### src/rtl/idct4_pkg.sv
package idct4_pkg;
    localparam int COEF_W = 16;
    localparam int PIX_W  = 8;
    localparam int DIM    = 4;
    localparam int NCOEF  = DIM * DIM;

    typedef enum logic [0:0] {
        ST_LOAD = 1'b0,
        ST_EMIT = 1'b1
    } phase_e;
endpackage

### src/rtl/idct4_bfly.sv
module idct4_bfly #(
    parameter int W = idct4_pkg::COEF_W
) (
    input  logic [4*W-1:0] in_vec,
    output logic [4*W-1:0] out_vec
);
    logic signed [W-1:0] d0, d1, d2, d3;
    logic signed [W-1:0] sum_ev, dif_ev, odd_a, odd_b;

    assign d0 = in_vec[0*W +: W];
    assign d1 = in_vec[1*W +: W];
    assign d2 = in_vec[2*W +: W];
    assign d3 = in_vec[3*W +: W];

    // shift/add only; all sums wrap at W bits
    assign sum_ev = d0 + d2;
    assign dif_ev = d0 - d2;
    assign odd_a  = (d1 >>> 1) - d3;
    assign odd_b  = d1 + (d3 >>> 1);

    assign out_vec[0*W +: W] = sum_ev + odd_b;
    assign out_vec[1*W +: W] = dif_ev + odd_a;
    assign out_vec[2*W +: W] = dif_ev - odd_a;
    assign out_vec[3*W +: W] = sum_ev - odd_b;
endmodule

### src/rtl/idct4_xform.sv
module idct4_xform #(
    parameter int W   = idct4_pkg::COEF_W,
    parameter int DIM = idct4_pkg::DIM
) (
    input  logic [DIM*DIM*W-1:0] coef_cm,
    output logic [DIM*DIM*W-1:0] res_rm
);
    localparam int LANE = DIM * W;

    logic [DIM*DIM*W-1:0] mid_rm;
    logic [LANE-1:0]      row_in  [DIM];
    logic [LANE-1:0]      col_in  [DIM];
    logic [LANE-1:0]      col_out [DIM];

    for (genvar r = 0; r < DIM; r++) begin : g_row
        for (genvar k = 0; k < DIM; k++) begin : g_gather
            // column-major source: column k, row r
            assign row_in[r][k*W +: W] = coef_cm[(k*DIM + r)*W +: W];
        end
        idct4_bfly #(.W(W)) u_row (
            .in_vec (row_in[r]),
            .out_vec(mid_rm[r*LANE +: LANE])
        );
    end

    for (genvar c = 0; c < DIM; c++) begin : g_col
        for (genvar k = 0; k < DIM; k++) begin : g_gather
            assign col_in[c][k*W +: W]          = mid_rm[(k*DIM + c)*W +: W];
            assign res_rm[(k*DIM + c)*W +: W]   = col_out[c][k*W +: W];
        end
        idct4_bfly #(.W(W)) u_col (
            .in_vec (col_in[c]),
            .out_vec(col_out[c])
        );
    end
endmodule

### src/rtl/idct4_add.sv
module idct4_add #(
    parameter int W   = idct4_pkg::COEF_W,
    parameter int PW  = idct4_pkg::PIX_W,
    parameter int NPX = idct4_pkg::NCOEF
) (
    input  logic [NPX*W-1:0]  res_rm,
    input  logic [NPX*PW-1:0] pred_rm,
    input  logic              dc_only,
    input  logic [W-1:0]      dc_coef,
    output logic [NPX*PW-1:0] pix_rm
);
    localparam int RND_SH = 6;
    localparam int PIX_MAX = (1 << PW) - 1;

    for (genvar i = 0; i < NPX; i++) begin : g_px
        logic signed [W-1:0]   pre_v;
        logic signed [W:0]     pre_x, sum_x, rnd_x;
        logic signed [W+1:0]   tot_x;
        logic [PW-1:0]         px_o;

        assign pre_v = dc_only ? $signed(dc_coef) : $signed(res_rm[i*W +: W]);
        assign pre_x = {pre_v[W-1], pre_v};
        assign sum_x = pre_x + $signed((W+1)'(32));
        assign rnd_x = sum_x >>> RND_SH;
        assign tot_x = {rnd_x[W], rnd_x}
                     + $signed({2'b00, {(W-PW){1'b0}}, pred_rm[i*PW +: PW]});

        always_comb begin
            if (tot_x < 0) begin
                px_o = '0;
            end else if (tot_x > $signed((W+2)'(PIX_MAX))) begin
                px_o = PW'(PIX_MAX);
            end else begin
                px_o = tot_x[PW-1:0];
            end
        end
        assign pix_rm[i*PW +: PW] = px_o;
    end
endmodule

### src/rtl/idct4_recon.sv
module idct4_recon
    import idct4_pkg::*;
#(
    parameter int W  = COEF_W,
    parameter int PW = PIX_W
) (
    input  logic                  clk,
    input  logic                  rst_n,
    input  logic                  coef_valid,
    output logic                  coef_ready,
    input  logic                  coef_dc_only,
    input  logic [NCOEF*W-1:0]    coef_data,
    input  logic                  pred_valid,
    output logic                  pred_ready,
    input  logic [NCOEF*PW-1:0]   pred_data,
    output logic                  out_valid,
    input  logic                  out_ready,
    output logic [DIM*PW-1:0]     out_row,
    output logic [NCOEF*W-1:0]    coef_store
);
    localparam int ROW_W   = $clog2(DIM);
    localparam int ROW_PIX = DIM * PW;
    localparam logic [ROW_W-1:0] LAST_ROW = ROW_W'(DIM - 1);

    typedef struct packed {
        phase_e                 phase;
        logic                   coef_have;
        logic                   pred_have;
        logic                   dc;
        logic [ROW_W-1:0]       row;
        logic [NCOEF*W-1:0]     coef;
        logic [NCOEF*PW-1:0]    pred;
        logic [NCOEF*PW-1:0]    pix;
    } state_t;

    state_t q, d;

    logic [NCOEF*W-1:0]  res_w;
    logic [NCOEF*PW-1:0] pix_w;

    idct4_xform #(.W(W), .DIM(DIM)) u_xform (
        .coef_cm(q.coef),
        .res_rm (res_w)
    );

    idct4_add #(.W(W), .PW(PW), .NPX(NCOEF)) u_add (
        .res_rm (res_w),
        .pred_rm(q.pred),
        .dc_only(q.dc),
        .dc_coef(q.coef[W-1:0]),
        .pix_rm (pix_w)
    );

    always_comb begin
        d          = q;
        coef_ready = !q.coef_have;
        pred_ready = !q.pred_have;
        if (coef_valid && coef_ready) begin
            d.coef_have = 1'b1;
            d.coef      = coef_data;
            d.dc        = coef_dc_only;
        end
        if (pred_valid && pred_ready) begin
            d.pred_have = 1'b1;
            d.pred      = pred_data;
        end
        case (q.phase)
            ST_LOAD: begin
                if (q.coef_have && q.pred_have) begin
                    d.phase     = ST_EMIT;
                    d.pix       = pix_w;
                    d.pred_have = 1'b0;
                    d.row       = '0;
                    if (q.dc) begin
                        d.coef[W-1:0] = '0;
                    end else begin
                        d.coef = '0;
                    end
                end
            end
            ST_EMIT: begin
                if (out_ready) begin
                    d.row = q.row + 1'b1;
                    if (q.row == LAST_ROW) begin
                        d.phase     = ST_LOAD;
                        d.coef_have = 1'b0;
                    end
                end
            end
            default: d.phase = ST_LOAD;
        endcase
    end

    always_ff @(posedge clk) begin
        if (!rst_n) begin
            q <= '0;
        end else begin
            q <= d;
        end
    end

    assign out_valid  = (q.phase == ST_EMIT);
    assign out_row    = q.pix[q.row*ROW_PIX +: ROW_PIX];
    assign coef_store = q.coef;

    assert_hold_R9: assert property (@(posedge clk) disable iff (!rst_n)
        out_valid && !out_ready |=> out_valid && $stable(out_row));

    assert_busy_R8: assert property (@(posedge clk) disable iff (!rst_n)
        out_valid |-> !coef_ready);

    assert_clear_full_R6: assert property (@(posedge clk) disable iff (!rst_n)
        out_valid && !q.dc |-> coef_store == '0);

    assert_clear_dc_R7: assert property (@(posedge clk) disable iff (!rst_n)
        out_valid && q.dc |-> coef_store[W-1:0] == '0);

    assert_last_row_R4: assert property (@(posedge clk) disable iff (!rst_n)
        out_valid && out_ready && q.row == LAST_ROW |=> !out_valid);

    assert_start_R11: assert property (@(posedge clk) disable iff (!rst_n)
        $rose(out_valid) |-> $past(q.coef_have && q.pred_have));
endmodule

### config.mk
export PLATFORM = sky130hd
export DESIGN_NAME = idct4_recon
export DESIGN_NICKNAME = d
export VERILOG_FILES = /design/src/rtl/idct4_pkg.sv /design/src/rtl/idct4_bfly.sv /design/src/rtl/idct4_xform.sv /design/src/rtl/idct4_add.sv /design/src/rtl/idct4_recon.sv
export SDC_FILE = /design/constraint.sdc
export NUM_CORES = 2
export LEC_CHECK = 0
export ABC_AREA = 0
export BUFFER_PORTS_ARGS = -buffer_cell sky130_fd_sc_hd__buf_4
export CORE_MARGIN = 2
export CORE_UTILIZATION = 40
export DETAILED_ROUTE_END_ITERATION = 6
export MAX_ROUTING_LAYER = met4
export SLEW_MARGIN = 20
export SYNTH_ARGS = -nofsm -noshare
export SYNTH_HDL_FRONTEND = slang
export SYNTH_SLANG_ARGS = --single-unit
### constraint.sdc
create_clock -name clk -period 8.2 [get_ports clk]
set_clock_uncertainty 0.2 [all_clocks]
set_input_delay 1.23 -clock clk [delete_from_list [all_inputs] [get_ports clk]]
set_output_delay 1.23 -clock clk [all_outputs]
set_load 0.01 [all_outputs]
==> flow_summary.yaml <==
routing:
  viasPerCell: 5.23
  top_layer_used: "met4"
  post_drt_wl_per_cell_um: 19.9
  wl_met2_um: 133000
  first_pass_iters: 6
  dr_wl_met3_um: 13800
  num_vias: 76228
  ant_nets: 0
  drt_iter0_drc: 4748
  wl_met1_um: 133000
  wl_um: 291000
  drc: 0
floorplan:
  fp.dieW_um: 426
  die_area_um2: 182000
  start_util_pct: 40.1
  core_area_um2: 178000
  ios: 681
  rows: 155
  fp.dieH_um: 426
global_routing:
  overflow: 0
  grt_pass1_wl_um: 431000
  grt_usage_pct: 31.4
  grt_max_degree: 170
  grt_pass1_vias: 73396
  grt_antenna_before_repair: 2
layout:
  final_cell_area_um2: 102000
  layout-drive-gt1-share_pct: 34.2
  syn_to_final_growth_pct: 43.2
  nNetsFinal: 13697
worst_setup_path:
  cp_common_cell: "buf_4"
  end_kind: "register"
  path_max_fanout: 8
  startpoint_type: "register"
  cp.arrival_ns: 8.88
  max_stage_delay_ns: 0.40
  cp.required_ns: 8.58
  crit_type: "register to register"
  slowest_stage: "or3_1"
timing:
  setup_ws_ns: -0.301
  worstMarginPinSlew_ns: 1.13
  slew_violations: 0
  clock.fmax_mhz: 118
  min_period_over_period_pct: 104
  setup_viol: 120
  hold_viol: 0
  grt_setup_unrepaired: "true"
  relSlewSlack_pct: 24.9
  period_needed_ns: 8.50
clocking:
  clk_pin_slew_ns: 0.06
  clk_latency_ns: 0.71
  htreeDepth: 2
  cts_buffers: 60
  cts_tree: "built"
  clock-sinks: 518
  ctsRootBufferMaster: "clkbuf_16"
  cts_hold_buf: 0
  clockBufferDepth: 3
run:
  drv_cap: 0
synthesis:
  synthArstFlopShare_pct: 0
  syn_avg_cell_area_um2: 7.50
  synth_cell_types: 107
  netlist_area_um2: 71400
  yosysTopAreaCell: "ha_1"
  synth_fp_nets: 11029
  yosys_warnings: 0
  netlist_instances: 9512
  ys_seq_area_share_pct: 14.5
  synthTopCellsByArea: "ha_1, dfxtp_1, xnor2_1"
  ys_ff_latch: 518
  synth_ff_type: "dfxtp_1"
  synth_edf_count: 0
  yosys.area.top_type_share_pct: 18.6
run_status:
  violations: "negative setup slack"
  status: "complete, but fails checks"
place:
  io_buffers: 680
  routabilityCongestion: 1.03
  dp_hpwl_um: 248000
  dpl_cell_area_um2: 94400
hold_path:
  hp-class: "register to register"
logic make-up (layout without fill, tap and decap cells):
family / after synthesis / in the layout / share of synthesized area [%]
AND/OR/NAND/NOR: 2533 / 2533 / 16.0
buffers and inverters: 1536 / 4250 / 9.47
AO/OA/AOI/OAI: 2694 / 2694 / 24.8
adder cells (fa/ha/maj): 1149 / 1149 / 20.7
other: 0 / 2 / 0
XOR/XNOR: 1006 / 1006 / 12.8
multiplexers: 76 / 76 / 1.66
flip-flops: 518 / 518 / 14.5
sequential cells by signal, indices dropped and copies added (netlist names):
name and flops:
coef_store 256, q 261, out_valid 1
synthesized netlist by cell type, types with 19 or more instances:
| library cell | n |
|---|---|
| a21oi_1 | 972 |
| nor3_1 | 127 |
| xor2_1 | 332 |
| o31ai_1 | 60 |
| inv_1 | 954 |
| a221oi_1 | 25 |
| a211oi_1 | 62 |
| a211o_1 | 27 |
| a31oi_1 | 64 |
| nor2b_1 | 119 |
| nand2b_1 | 118 |
| a21o_1 | 240 |
| o21a_1 | 84 |
| nor4_1 | 20 |
| o211ai_1 | 69 |
| a21boi_0 | 161 |
| o31a_1 | 27 |
| nand3_1 | 90 |
| maj3_1 | 22 |
| nor2_1 | 632 |
| or2_2 | 30 |
| o21bai_1 | 264 |
| mux2i_1 | 26 |
| a221o_1 | 66 |
| o311ai_0 | 24 |
| o21ai_0 | 299 |
| dfxtp_1 | 518 |
| ha_1 | 1063 |
| and2_1 | 45 |
| nand3b_1 | 20 |
| xnor2_1 | 651 |
| nor3b_1 | 29 |
| and3_1 | 46 |
| or3_1 | 56 |
| a2111oi_0 | 33 |
| mux4_2 | 32 |
| clkbuf_1 | 295 |
| buf_4 | 257 |
| fa_1 | 64 |
| nand2_1 | 1109 |
| xnor3_1 | 19 |
| nand4_1 | 31 |
area by class of cell:
type,count,area [um2]
Timing Repair Buffer,3187,24100
Multi-Input combinational cell,7458,59100
Tap cell,2355,2950
Sequential cell,518,10400
Clock buffer,86,1720
Fill cell,16530,75600
Antenna cell,2,5.00
Clock inverter,22,318
Inverter,955,3590
placed cells by master, fill, tap and decap left out, types with 111 or more instances in the layout:
cell type / n
xor2_1: 282
dfxtp_1: 504
a21oi_1: 798
nor3_1: 111
nor2_1: 594
nand2_1: 1100
a21o_1: 240
a21boi_0: 148
o21ai_0: 205
xnor2_1: 541
ha_1: 987
buf_4: 3157
a21oi_2: 158
inv_1: 935
o21bai_1: 249
nand2b_1: 115
what timing repair did:
| action | CTS | global route |
|---|---|---|
| pin swaps | 222 | 231 |
| setup endpoints to repair | 128 | 128 |
| hold endpoints to repair | 0 | 0 |
| gates resized for setup | 505 | 505 |
| buffers inserted | 65 | 55 |
stage by stage:
| step | worst slack, ns | cells | util, % | hold slack (ns) | setup TNS [ns] |
|---|---|---|---|---|---|
| 6_report | -0.301 | 14583 | 57.5 | 0.269 | -18.46 |
| 3_5_place_dp | -1.48 | 14356 | 53.1 | 0.266 | -113.61 |
| 5_1_grt | -0.655 | 14582 | 57.5 | 0.292 | -64.73 |
| 2_1_floorplan | 0.00649 | 9512 | - | 0.220 | 0 |
| 3_3_place_gp | -1.24 | 14356 | 53.1 | 0.258 | -95.75 |
| 4_1_cts | -0.216 | 14528 | 55.8 | 0.270 | -18.25 |
metal layers:
metal | vias to the layer above | global-route usage (%)
li1 | 37741 | -
met1 | 36235 | 41.2
met2 | 1888 | 50.8
met3 | 364 | 2.78
met4 | 0 | 9.78
met5 | - | -
critical path, delay by kind of cell (launching register included):
| family | cells | cell delay [ns] |
|---|---|---|
| AND/OR/NAND/NOR | 9 | 1.86 |
| buffers and inverters | 11 | 1.55 |
| flip-flops | 1 | 0.32 |
| AO/OA/AOI/OAI | 12 | 2.59 |
| XOR/XNOR | 4 | 0.62 |
| adder cells (fa/ha/maj) | 5 | 1.21 |
final timing paths:
check	slack, ns	from	endpoint	depth (start not counted)
max	-0.30	coef_store[144]	q[0]	41
min	0.27	q[226]	q[226]	2
max reg2reg	-0.30	coef_store[144]	q[0]	41
min reg2reg	0.27	q[226]	q[226]	2
Power is left out: the tool's default activity adds up to more than one toggle a clock period on the data nets, which glitch-free logic cannot reach.
